**config.mk**
```make
export PLATFORM = sky130hd
export DESIGN_NAME = cmdseq_detect
export DESIGN_NICKNAME = d
export VERILOG_FILES = /design/src/rtl/cmdseq_pkg.sv /design/src/rtl/cmdseq_match.sv /design/src/rtl/cmdseq_step.sv /design/src/rtl/cmdseq_detect.sv
export SDC_FILE = /design/constraint.sdc
export NUM_CORES = 1
export LEC_CHECK = 0
export CAP_MARGIN = 20
export CORE_MARGIN = 2
export CORE_UTILIZATION = 36
export DETAILED_ROUTE_END_ITERATION = 10
export PLACE_DENSITY = 0.84
export REMOVE_ABC_BUFFERS = 1
export SLEW_MARGIN = 10
export SYNTH_ARGS = -nofsm -noshare
export SYNTH_HDL_FRONTEND = slang
export SYNTH_SLANG_ARGS = --single-unit
export TNS_END_PERCENT = 30
```
**constraint.sdc**
```tcl
create_clock -name clk -period 1.8 [get_ports clk]
set_input_delay 0.36 -clock clk [delete_from_list [all_inputs] [get_ports clk]]
set_output_delay 0.36 -clock clk [all_outputs]
set_load 0.02 [all_outputs]
```
**src/rtl/cmdseq_pkg.sv**
```systemverilog
package cmdseq_pkg;

   // width of the compared part of the address
   localparam int PAT_W   = 14;
   // number of leading reads shared by both commands
   localparam int PRE_N   = 5;
   // total number of accesses in one command
   localparam int SEQ_LEN = PRE_N + 1;
   // width of the step counter
   localparam int STEP_W  = $clog2(SEQ_LEN);

   localparam logic [PAT_W-1:0] STORE_PAT  = 14'h0FC0;
   localparam logic [PAT_W-1:0] RECALL_PAT = 14'h0C63;

   // leading pattern for a given step; the order is part of the behaviour
   function automatic logic [PAT_W-1:0] lead_pat(input int idx);
      logic [PAT_W-1:0] p;
      case (idx)
         0:       p = 14'h0E38;
         1:       p = 14'h31C7;
         2:       p = 14'h03E0;
         3:       p = 14'h3C1F;
         default: p = 14'h303F;
      endcase
      return p;
   endfunction

endpackage

```
**src/rtl/cmdseq_match.sv**
```systemverilog
module cmdseq_match
   import cmdseq_pkg::*;
(
   input  logic [PAT_W-1:0] key,
   output logic [PRE_N-1:0] lead_hit,
   output logic             store_hit,
   output logic             recall_hit
);

   // one comparator per leading pattern
   for (genvar g = 0; g < PRE_N; g++) begin : g_lead
      assign lead_hit[g] = (key == lead_pat(g));
   end

   assign store_hit  = (key == STORE_PAT);
   assign recall_hit = (key == RECALL_PAT);

endmodule

```
**src/rtl/cmdseq_step.sv**
```systemverilog
module cmdseq_step
   import cmdseq_pkg::*;
(
   input  logic              clk,
   input  logic              rst_n,
   input  logic              access,
   input  logic              is_read,
   input  logic              hold,
   input  logic [PRE_N-1:0]  lead_hit,
   input  logic              store_hit,
   input  logic              recall_hit,
   output logic [STEP_W-1:0] step_q,
   output logic              store_q,
   output logic              recall_q
);

   localparam logic [STEP_W-1:0] LAST = STEP_W'(PRE_N);

   logic              cur_hit;
   logic [STEP_W-1:0] step_d;
   logic              store_d;
   logic              recall_d;

   // pick the comparator that belongs to the current step
   always_comb begin
      cur_hit = 1'b0;
      for (int i = 0; i < PRE_N; i++) begin
         if (step_q == STEP_W'(i)) cur_hit = lead_hit[i];
      end
   end

   always_comb begin
      step_d   = step_q;
      store_d  = 1'b0;
      recall_d = 1'b0;
      if (hold) begin
         step_d = '0;
      end else if (access) begin
         if (!is_read) begin
            step_d = '0;
         end else if (cur_hit) begin
            step_d = step_q + 1'b1;
         end else if (step_q == LAST && store_hit) begin
            store_d = 1'b1;
            step_d  = '0;
         end else if (step_q == LAST && recall_hit) begin
            recall_d = 1'b1;
            step_d   = '0;
         end else if (lead_hit[0]) begin
            step_d = STEP_W'(1);
         end else begin
            step_d = '0;
         end
      end
   end

   always_ff @(posedge clk or negedge rst_n) begin
      if (!rst_n) begin
         step_q   <= '0;
         store_q  <= 1'b0;
         recall_q <= 1'b0;
      end else begin
         step_q   <= step_d;
         store_q  <= store_d;
         recall_q <= recall_d;
      end
   end

endmodule

```
**src/rtl/cmdseq_detect.sv**
```systemverilog
module cmdseq_detect
   import cmdseq_pkg::*;
#(
   parameter int ADDR_W = 15
) (
   input  logic              clk,
   input  logic              rst_n,
   input  logic              ce_fall,
   input  logic              we_n,
   input  logic [ADDR_W-1:0] addr,
   input  logic              busy,
   input  logic              low_supply,
   output logic              store_req,
   output logic              recall_req
);

   if (ADDR_W < PAT_W) begin : g_bad_width
      $error("cmdseq_detect: ADDR_W must be at least PAT_W");
   end

   // bits above the compared field play no part
   if (ADDR_W > PAT_W) begin : g_upper
      logic unused_upper;
      assign unused_upper = ^addr[ADDR_W-1:PAT_W];
   end

   logic [PRE_N-1:0]  lead_hit;
   logic              store_hit;
   logic              recall_hit;
   logic [STEP_W-1:0] step_q;

   cmdseq_match u_match (
      .key        (addr[PAT_W-1:0]),
      .lead_hit   (lead_hit),
      .store_hit  (store_hit),
      .recall_hit (recall_hit)
   );

   cmdseq_step u_step (
      .clk        (clk),
      .rst_n      (rst_n),
      .access     (ce_fall),
      .is_read    (we_n),
      .hold       (busy | low_supply),
      .lead_hit   (lead_hit),
      .store_hit  (store_hit),
      .recall_hit (recall_hit),
      .step_q     (step_q),
      .store_q    (store_req),
      .recall_q   (recall_req)
   );

endmodule

```
; Yosys cells after proc, flatten, opt, wreduce, memory -nomap -nowiden
; Index checks and enable logic that the tools add are counted.
[word_totals]
output_inout_bits = 2
in_bits = 21
register_bits = 5
[classes]
n_eq_ne = 12
n_reduce_logical = 4
muxes = 23
bitwise_logic = 1
addsub = 1
[ops]
columns = cell, count
row1 = $eq A14 B12 Y1 const B, 3
row2 = $eq A14 B14 Y1 const B, 3
row3 = $mux W3, 6
row4 = $mux W1, 17
row5 = $eq A14 B10 Y1 const B, 1
row6 = $eq A3 B2 Y1 const B, 2
row7 = $eq A3 B3 Y1 const B, 2
row8 = $add A3 B1 Y3 const B, 1
row9 = $eq A3 B1 Y1 const B, 1
row10 = $logic_not A3 Y1, 1
row11 = $logic_and A1 B1 Y1, 2
row12 = $reduce_bool A2 Y1, 1
row13 = $or A1 B1 Y1, 1

; Logic depth before layout (Yosys ltp)
[logic_depth]
word_depth = 10
mapped_depth = 7

; Modules after synthesis
; From an unflattened synthesis, not the netlist that was laid out.
[unflattened]
cells_unflattened = 65
hier_area_um2 = 620.6
[modules_own_cells]
columns = module, seq_area_each_um2, cells_per_inst, n_inst, area_per_inst_um2
row1 = cmdseq_step, 125.1, 41, 1, 404.1
row2 = cmdseq_match, 0.0, 23, 1, 210.2
row3 = cmdseq_detect, 0.0, 1, 1, 6.3

; Least setup slack after synthesis
; No wires, ideal clock.
[synth_timing]
kind = reg-to-reg
startpoint = register u_step.step_q[0]
endpoint = register u_step.step_q[0]
slack_ns = 0.074
arrival_time_ns = 1.607
path_buffers = 0
setup_ns = 0.119
synth_period_minus_slack_ns = 1.726
stages_incl_launch_ff = 8
cell_sequence = dfrtp_1 -> ha_1 -> ha_1 -> nor4_1 -> a21boi_0 -> nor4b_1 -> or2_0 -> o21ba_1
[synth_between]
elab_chain_cells = 10
[synth_lines]
columns = item, line_no
row1 = from (decl), cmdseq_step.sv:12  ; output logic [STEP_W-1:0] step_q,
row2 = from (signal assigned), cmdseq_step.sv:63  ; step_q <= step_d;
row3 = $logic_not A3 Y1, cmdseq_step.sv:28  ; if (step_q == STEP_W'(i)) cur_hit = lead_hit[i];
row4 = $mux W1 (5 in a row), cmdseq_step.sv:28
row5 = $mux W3 *, cmdseq_step.sv:41  ; end else if (cur_hit) begin
row6 = $mux W3 *, cmdseq_step.sv:39  ; if (!is_read) begin
row7 = $mux W3 *, cmdseq_step.sv:38  ; end else if (access) begin
row8 = $mux W3 *, cmdseq_step.sv:36  ; if (hold) begin
; Mark *: on every way between the ends. The rest lies on a longest branch, timed or not. The select of a mux whose other input is x is not followed.
; A chain may end at the register's enable or synchronous reset.

; Worst setup path after layout
; Same ends and word-level chain as after synthesis.

==> results by group <==
Drt
  – Per-cell routed wire length: 15.1 um
  – Final ANT Viol Nets: 0
  – Final wirelength: 1680 um
  – Vias/cell: 5.76
  – Drc violations: 0
  – Drt initial violations: 16
  – TritonRoute pass-1 iters: 4
  – Vias: 639

STA
  – Clock Skews: 0.00635 ns
  – # setup viols final: 2
  – Unrepaired setup endpoints after global routing: true
  – Final period util: 1.02
  – Worst Tran Pin Value: 0.341 ns
  – Final setup margin: -0.0401 ns
  – Slew margin rel.: 0.770
  – Fmax: 543 MHz
  – Setup TNS: -0.0699 ns
  – Final hold vios: 0
  – Final Max Slew Viols: 0
  – Post-layout min period: 1.84 ns

Floorplanning
  – # IOs: 23
  – Row Count: 13
  – Core box area: 0.00132 mm2
  – Starting Density: 0.387
  – Die height: 41.6 um
  – Die area: 0.00173 mm2
  – Horiz. Die Dim: 41.6 um

Place
  – Quantity of I/O buffers inserted on ports: 21
  – Cell Count Post-Placement: 107
  – Final HPWL DP: approximately 1200 um
  – Placed cell areas: 821 um2
  – Gpl congestion: 0.779

Worst setup path
  – Critical Path AT: 1.98 ns
  – Critical Setup Path Class: register to register
  – CP Capture Type: register
  – CP max stage delay: between 0.4 and 0.5 ns
  – Critical Path Start Type: register
  – CP max stage cell: dfrtp_2
  – Crit-path cells: ha_1 -> ha_2 -> nor4_2 -> a21boi_0 -> nor4b_1 -> or2_0 -> o21ba_1
  – Crit-path leading delay family: simple AND/OR/NAND/NOR gates
  – CP bufs+invs: 0
  – Crit-path max FO: 4
  – CP required: 1.94 ns

Logic synthesis
  – Yosys reg bits: 5
  – Mapped Area: about 500 um2
  – Async SR Flop Fraction: 1.00
  – Yosys warnings: 0
  – Main synth FF type: dfrtp_1
  – Yosys cell types: 27
  – Post-synth top cells: 6 x nand2_1, 6 x nor2_1, 5 x dfrtp_1, 5 x ha_1, 4 x inv_1
  – Synth Area per Inst: 8.49 um2
  – Post-Synthesis Cells: 60
  – Post-synthesis sequential area ratio: 0.246
  – Top cells by area, synth: dfrtp_1 25%, ha_1 12%, nand2_1 4.4%
  – Number of synthesized flops with an enable pin: 0
  – Post-synth top area share: 0.246
  – Yosys top cell by area: dfrtp_1

Pwr
  – IR drop worst, VDD: 416 uV
  – Total Power: about 340 uW
  – Leak pwr: 0.000377 uW
  – Pwr/cell area: 371 mW/mm2

Layout
  – Final instance area: 918 um2
  – Diode count: 0
  – Layout fillers: 109
  – Finished Layout Cells: 111
  – P&R area growth vs syn: 80.3%
  – Final Util: 0.697
  – Nets: 123
  – Layout cells sized above 1: 0.323

GRT
  – Antenna violations before repair: 0
  – Global-route wire length before repair: 2570 um
  – Vias in the first global route: 630
  – Total track usage: 0.199
  – Overflow after GRT: 0
  – Pin count of the biggest net entering global routing: 7

Outcome
  – Status: finished with violations
  – Failing checks: negative setup slack

Clock network
  – Root buf cell: clkbuf_4
  – CTS Sinks: 5
  – Inserted Clock Buffers: 3
  – Clock slew at reported path FFs: 0.05 ns
  – Clock buffer depth: 2
  – CTS tree: built
  – Later-pin clock latency in the skew report: about 0.25 ns
  – CTS H-tree lvls: 1
  – Cts hold-fix bufs: 0

Run
  – Max-cap viol count: 0

Worst hold path
  – Hold crit path type: input port to async pin
[power breakdown]
part	switching, uW	total [uW]	internal [uW]
clock	52.7	137	84.3
combinational	35.3	90.8	55.5
sequential	0.000326	113	113
total	87.9	340	253
[cells in the final DEF, fill, tap and decap left out, drive strengths merged, types with 3 or more instances in the layout]
cell type / n
clkdlybuf4s50: 19
buf: 11
nand2: 6
nor2: 6
dfrtp: 5
ha: 5
nor3: 4
clkbuf: 4
inv: 4
nand4: 3
a21oi: 3
nand3: 3
[cell type report]
type | count | area (um2) | area share
timing repair buffer | 32 | 294 | 0.320
sequential | 5 | 126 | 0.138
tap | 15 | 18.8 | 0.0204
multi-input combinational | 51 | 438 | 0.477
inverter | 4 | 15.0 | 0.0163
clock buffer | 4 | 26.3 | 0.0286
[per-layer routing]
layer,vias to the layer above,global-route usage,share of wire
li1,304,-,-
met1,302,0.190,0.38
met2,25,0.350,0.51
met3,8,0.100,0.070
met4,0,0.0903,0.042
met5,-,0,0
[what timing repair did]
| action | in CTS | in global routing |
|---|---|---|
| pin swaps | 2 | 2 |
| resized for setup | 8 | 9 |
| buffers inserted | 0 | 0 |
| endpoints found under the setup margin | 3 | 4 |
[registers in the layout, indices dropped and copies added, names as in the netlist]
register and flops:
u_step.recall_q 1, u_step.step_q 3, u_step.store_q 1
[kinds of logic after synthesis]
| group | count (synthesis) | synth area share |
|---|---|---|
| adders and majority gates | 5 | 0.123 |
| buffers and inverters | 4 | 0.0295 |
| and+or+nand+nor | 36 | 0.437 |
| DFF | 5 | 0.246 |
| AOI/OAI and AO/OA | 10 | 0.165 |
[path summary, 6_finish.rpt]
kind,slack [ns],from,cells after the start,end
worst max-delay path,-0.04,u_step.step_q[0]$_DFFE_PN0P_,7,u_step.step_q[0]$_DFFE_PN0P_
worst min-delay path,0.34,rst_n,1,u_step.recall_q$_DFF_PN0_
worst max register to register,-0.04,u_step.step_q[0]$_DFFE_PN0P_,7,u_step.step_q[0]$_DFFE_PN0P_
worst min register to register,0.58,u_step.step_q[1]$_DFFE_PN0P_,1,u_step.step_q[1]$_DFFE_PN0P_
max in group asynchronous,1.23,rst_n,1,u_step.step_q[0]$_DFFE_PN0P_
min in group clk,0.58,u_step.step_q[1]$_DFFE_PN0P_,1,u_step.step_q[1]$_DFFE_PN0P_
[stage by stage]
| stage | hold slack, ns | setup WS (ns) |
|---|---|---|
| after floorplan | 0.0644 | 0.0742 |
| after global placement | 0.544 | -0.230 |
| after detailed placement | 0.555 | -0.301 |
| after CTS | 0.348 | -0.00738 |
| after global routing | 0.375 | -0.0973 |
| final | 0.339 | -0.0401 |
Power figures use the tool's default switching activity.
